**config.mk**
```make
export PLATFORM = sky130hd
export DESIGN_NAME = dacif_quad
export DESIGN_NICKNAME = d
export VERILOG_FILES = /design/src/rtl/dacif_pkg.sv /design/src/rtl/dacif_strobe.sv /design/src/rtl/dacif_decode.sv /design/src/rtl/dacif_channel.sv /design/src/rtl/dacif_quad.sv
export SDC_FILE = /design/constraint.sdc
export NUM_CORES = 1
export LEC_CHECK = 0
export ABC_AREA = 1
export BUFFER_PORTS_ARGS = -buffer_cell sky130_fd_sc_hd__buf_2
export CAP_MARGIN = 5
export CORE_MARGIN = 1.5
export CORE_UTILIZATION = 50
export CTS_BUF_LIST = sky130_fd_sc_hd__clkbuf_8
export DETAILED_ROUTE_END_ITERATION = 12
export PLACE_DENSITY = 0.75
export REMOVE_ABC_BUFFERS = 1
export SLEW_MARGIN = 20
export SYNTH_ARGS = -nofsm -noshare
export SYNTH_HDL_FRONTEND = slang
export SYNTH_SLANG_ARGS = --single-unit
```
**constraint.sdc**
```tcl
create_clock -name clk -period 2.8 [get_ports clk]
set_clock_uncertainty 0.1 [all_clocks]
set_input_delay 0.42 -clock clk [delete_from_list [all_inputs] [get_ports clk]]
set_output_delay 0.42 -clock clk [all_outputs]
set_load 0.005 [all_outputs]
```
**src/rtl/dacif_pkg.sv**
```systemverilog
package dacif_pkg;
   // level seen on the write strobe at the previous clock edge
   typedef enum logic {
      STB_HIGH = 1'b0,
      STB_LOW  = 1'b1
   } stb_state_e;

   function automatic bit width_ok(input int w);
      return (w >= 1) && (w <= 16);
   endfunction
endpackage

```
**src/rtl/dacif_strobe.sv**
```systemverilog
module dacif_strobe
   import dacif_pkg::*;
(
   input  logic clk,
   input  logic arst_n,
   input  logic wr_n,
   output logic rise
);
   stb_state_e state_q;

   always_ff @(posedge clk or negedge arst_n) begin
      if (!arst_n) state_q <= STB_HIGH;
      else         state_q <= wr_n ? STB_HIGH : STB_LOW;
   end

   // strobe back high after having been low
   assign rise = (state_q == STB_LOW) && wr_n;
endmodule

```
**src/rtl/dacif_decode.sv**
```systemverilog
module dacif_decode #(
   parameter int NUM_CH = 4,
   localparam int ADDR_W = $clog2(NUM_CH)
) (
   input  logic              stb,
   input  logic              cs_n,
   input  logic [ADDR_W-1:0] addr,
   output logic [NUM_CH-1:0] wr_en
);
   for (genvar i = 0; i < NUM_CH; i++) begin : g_sel
      localparam logic [ADDR_W-1:0] SEL = ADDR_W'(i);
      assign wr_en[i] = stb && !cs_n && (addr == SEL);
   end
endmodule

```
**src/rtl/dacif_channel.sv**
```systemverilog
module dacif_channel #(
   parameter int DATA_W = 10
) (
   input  logic              clk,
   input  logic              arst_n,
   input  logic              wr_en,
   input  logic              ld_n,
   input  logic [DATA_W-1:0] din,
   output logic [DATA_W-1:0] dout
);
   logic [DATA_W-1:0] stage_q;
   logic [DATA_W-1:0] stage_d;
   logic [DATA_W-1:0] conv_q;

   assign stage_d = wr_en ? din : stage_q;

   always_ff @(posedge clk or negedge arst_n) begin
      if (!arst_n) begin
         stage_q <= '0;
         conv_q  <= '0;
      end else begin
         stage_q <= stage_d;
         // transparent load: the new stage value passes straight through
         if (!ld_n) conv_q <= stage_d;
      end
   end

   assign dout = conv_q;
endmodule

```
**src/rtl/dacif_quad.sv**
```systemverilog
module dacif_quad #(
   parameter int DATA_W = 10,
   parameter int NUM_CH = 4,
   localparam int ADDR_W = $clog2(NUM_CH),
   localparam int OUT_W  = NUM_CH * DATA_W
) (
   input  logic              clk,
   input  logic              rst_n,
   input  logic              cs_n,
   input  logic              wr_n,
   input  logic              ld_n,
   input  logic              clr_n,
   input  logic [ADDR_W-1:0] addr,
   input  logic [DATA_W-1:0] data,
   input  logic              pd_in,
   output logic [OUT_W-1:0]  dac_out,
   output logic              pd_out
);
   if (!dacif_pkg::width_ok(DATA_W)) begin : g_bad_width
      $error("dacif_quad: DATA_W out of range");
   end
   if ((NUM_CH < 2) || ((1 << ADDR_W) != NUM_CH)) begin : g_bad_ch
      $error("dacif_quad: NUM_CH must be a power of two, at least 2");
   end

   logic              arst_n;
   logic              wr_rise;
   logic [NUM_CH-1:0] ch_wr_en;

   // power-on reset and clear share one asynchronous path
   assign arst_n = rst_n & clr_n;

   dacif_strobe i_strobe (
      .clk    (clk),
      .arst_n (arst_n),
      .wr_n   (wr_n),
      .rise   (wr_rise)
   );

   dacif_decode #(.NUM_CH(NUM_CH)) i_decode (
      .stb   (wr_rise),
      .cs_n  (cs_n),
      .addr  (addr),
      .wr_en (ch_wr_en)
   );

   for (genvar c = 0; c < NUM_CH; c++) begin : g_ch
      dacif_channel #(.DATA_W(DATA_W)) i_chan (
         .clk    (clk),
         .arst_n (arst_n),
         .wr_en  (ch_wr_en[c]),
         .ld_n   (ld_n),
         .din    (data),
         .dout   (dac_out[c*DATA_W +: DATA_W])
      );
   end

   assign pd_out = pd_in;
endmodule

```
### Word-level counts from Yosys, hierarchy flattened

Cells that the tools add are included.
W data, S select, Z words.

* bitwise logic cells: 1
* muxes and demuxes: 5
* equal/unequal tests: 3
* reductions and logical operators: 8

Operator list (number)
* $mux W10: 4
* $logic_and A1 B1 Y1: 6
* $eq A2 B2 Y1 const B: 2
* $eq A2 B1 Y1 const B: 1
* $logic_not A2 Y1: 1
* $and A1 B1 Y1: 1
* $logic_not A1 Y1: 1
* $mux W1: 1

* output and inout port bits: 41
* word-level logic and storage cells: 26
* register bits: 81
* input bits: 19

### Depth between registers and ports, before layout

* word-level depth: 4
* depth in mapped cells: 6
* depth with buffers taken out: 6

### Hierarchy

Synthesis repeated with hierarchy kept, for this count alone.

* cell total of the unflattened synthesis: 435
* area, all modules: 3547.2 um2

Modules (own cells, without submodules)
* dacif_channel: cells an instance 104, area an instance 862.1 um2, sequential area each 500.5 um2, instances 4
* dacif_decode: cells an instance 12, area an instance 47.5 um2, sequential area each 0.0 um2, instances 1
* dacif_strobe: cells an instance 4, area an instance 36.3 um2, sequential area each 25.0 um2, instances 1
* dacif_quad: cells an instance 3, area an instance 15.0 um2, sequential area each 0.0 um2, instances 1

### Worst setup path after synthesis

No wires, ideal clock.

* path type: in2reg
* start: in wr_n
* end: reg g_ch[0].i_chan.stage_q[0]
* stages on the path: 5
* required time: 2.581 ns
* library setup time: 0.119 ns
* buffers on the path: 1
* slack: 1.498 ns
* arrival time: 1.083 ns
* cells stage by stage: nand2_2 > nor2_8 > buf_8 > nand3_1 > and2_1

* cells in the longest elaborated chain, start to end: 4

RTL lines
* start, declared: line dacif_quad.sv:10 `input logic wr_n,`
* $logic_and A1 B1 Y1: line dacif_strobe.sv:17 `assign rise = (state_q == STB_LOW) && wr_n;`
* $logic_and A1 B1 Y1 (2 in a row): line dacif_decode.sv:12 `assign wr_en[i] = stb && !cs_n && (addr == SEL);`
* $mux W10: line dacif_channel.sv:15 `assign stage_d = wr_en ? din : stage_q;`
* net g_ch[0].i_chan.stage_d[0]: line dacif_channel.sv:12 `logic [DATA_W-1:0] stage_d;`
* end signal, assigned: line dacif_channel.sv:22 `stage_q <= stage_d;`
* end, declared: line dacif_channel.sv:11 `logic [DATA_W-1:0] stage_q;`

The timed path passes the listed nets, and every way through them passes these cells.
A chain may end at the register's enable or synchronous reset.

==> flow_metrics.tcl <==
set metrics [dict create \
    cp-start-kind "input port" \
    min_path_type "in -> reg" \
    antenna_found_initial 0 \
    setup_tns_ns 0 \
    p_sw_share_pct 27.2 \
    grt.total_usage_pct 21.8 \
    viasPerCell 4.80 \
    numCtsBuffers 9 \
    worstMarginPinSlew_ns 0.762 \
    period_minus_slack_ns 1.81 \
    p_int_uw 2080 \
    core_area_sq_um 6830 \
    design_area_sq_um 4110 \
    routed_wl_microns 7380 \
    rsz0062_at_grt "no" \
    post_drt_wl_per_cell_microns 13.1 \
    cp.required_ns 3.20 \
    crit_top_cell "dlygate4sd3_1" \
    io_pins 60 \
    dp_cells 544 \
    max_freq_mhz 552 \
    criticalPathCategory "in -> async" \
    maxCapViolCount 0 \
    antenna_cells 0 \
    grt_pass1_vias 2573 \
    ctsResizeCount 0 \
    multi_input_area_sq_um 1200 \
    relSlewSlack_pct 49.0 \
    place_congestion 0.776 \
    grt_overflow_total 0 \
    syn_area_per_cell_sq_um 8.78 \
    synth_cell_types 15 \
    yosysTopAreaCell "dfrtp_1" \
    cts.sinks 81 \
    post_cts.repair.setup_buffers 0 \
    cp_max_fo 73 \
    hold_slack_ns 0.125 \
    p_sw_uw 777 \
    peakVddDrop_uv 412 \
    status "finished clean" \
    ys_seq_area_share_pct 56.9 \
    path_cells "dlygate4sd3_1 > buf_2 > nand2_1 > dlygate4sd3_1 > inv_2 > buf_12" \
    layout-drive-gt1-share_pct 18.2 \
    yosysTopAreaCellShare_pct 56.9 \
    worstSetupEndpointType "async pin" \
    clockPowerShare_pct 31.3 \
    via_count 2698 \
    grt_max_degree 74 \
    regArea_sq_um 2030 \
    htree_levels 3 \
    p_comb_share_pct 18.0 \
    synth_seq_cells 81 \
    rows 30 \
    final_max_slew_viol_count 0 \
    synth_cells 406 \
    portBuffers 57 \
    start_util_pct 52.2 \
    yosysWarnings 0 \
    synth_area_leaders "dfrtp_1 (57%), nand2_1 (13%), nand3_1 (11%)" \
    cts_tree "done" \
    drtPass1Iterations 4 \
    drt_iter0_markers 189 \
    drc_errors 0 \
    leakage_uw 0.00229 \
    place_hpwl_microns 4670 \
    ant_nets 0 \
    final_cells 562 \
    cp.arrival_ns 2.22 \
    nets 480 \
    fin_crit_sh_pct 64.7 \
    die_area_sq_um 7640 \
    fill_cells 625 \
    die_y_microns 87.4 \
    crit_family "buffers and inverters" \
    mappedNetlistArea_sq_um 3560 \
    cpMaxStageDelayCell "dlygate4sd3_1" \
    die_x_microns 87.4 \
    setup_viol 0 \
    power_density_nw_per_um2 694 \
    clock_latency_ns 0.36 \
    hold_violations 0 \
    clkTransAtPathRegs_ns 0.08 \
    dpl_cell_area_sq_um 3870 \
    cts_buffer_depth 2 \
    path_buf_inv 5 \
    cpPeakStageDelay_ns 0.56 \
    grt_first_pass_wirelength_microns 12400 \
    power_frac_seq_pct 50.7 \
    cts-root-buf "clkbuf_8" \
    syn_to_final_growth_pct 15.3 \
]
-- layout by cell type (no fill, tap or decap), drive strengths merged --
| master | n |
|---|---|
| nand2 | 127 |
| dfrtp | 81 |
| nand3 | 80 |
| buf | 60 |
| inv | 56 |
| and2 | 40 |
| clkbuf | 12 |
| nor2 | 4 |
| clkinvlp | 2 |
| dlygate4sd3 | 2 |
| clkinv | 1 |
| bufinv | 1 |
-- per-stage QoR --
step           utilization [%]  worst slack [ns]  power (uW)
3_3_place_gp              56.7              1.04        1960
3_5_place_dp              56.7              1.00        1980
4_1_cts                   60.1             0.983        2880
2_1_floorplan                -             0.161        1780
5_1_grt                   60.1             0.853        3040
6_report                  60.1             0.987        2850
-- power by group through the flow --
stage,combinational (uW),clock (uW),sequential [uW]
after global placement,498,0,1460
after CTS,520,915,1450
final,513,894,1450
after detailed placement,512,0,1470
after floorplan,317,0,1470
after global routing,598,970,1470
-- cell type report --
type	instances	share of cell area, %
well taps	96	2.92
multi-input cells	251	29.1
flip-flops and latches	81	49.3
clock buffers	12	4.02
repair buffers	62	8.28
clock inverters	4	1.22
inverters	56	5.12
-- synth_stat cells --
cell and number:
clkbuf_1 5, nor2_1 1, buf_1 4, inv_1 56
dfrtp_1 81, buf_8 4, buf_4 1, nand2_1 122
nand2_4 4, nor2_2 2, clkbuf_4 4, nand2_2 1
nand3_1 80, nor2_8 1, and2_1 40
-- per-layer routing --
layer  GRT usage (%)  up-vias  part of all wire (%)
li1                -     1346                     -
met1            30.8     1260                    46
met2            32.5       82                    46
met3            3.79       10                   5.4
met4            10.4        0                   2.2
met5               0        -                     0
-- timing repair --
| item | 4_1_cts | 5_1_grt |
|---|---|---|
| endpoints found under the setup margin | 0 | 0 |
| endpoints found under the hold margin | 8 | 0 |
| hold buffers | 2 | 0 |
-- state kept, by name, indices dropped and copies added, names as in the netlist --
signal and cells:
g_ch.i_chan.stage_q 40, g_ch.i_chan.dout 40, i_strobe.state_q 1
-- final timing paths --
kind	from	end	slack [ns]	depth (start not counted)
max reg2reg	i_strobe.state_q	g_ch[3].i_chan.dout[8]	1.18	6
max	clr_n	g_ch[0].i_chan.stage_q[7]	0.99	6
max in group clk	i_strobe.state_q	g_ch[3].i_chan.dout[8]	1.18	6
min in group asynchronous	rst_n	g_ch[2].i_chan.dout[9]	0.44	4
min reg2reg	g_ch[2].i_chan.dout[2]	g_ch[2].i_chan.dout[2]	0.37	2
min	wr_n	i_strobe.state_q	0.13	2
-- logic make-up after synthesis --
logic type | share of synthesized area, %
buffers and inverters | 9.58
DFF | 56.9
and+or+nand+nor | 33.6
Power figures use the tool's default switching activity.
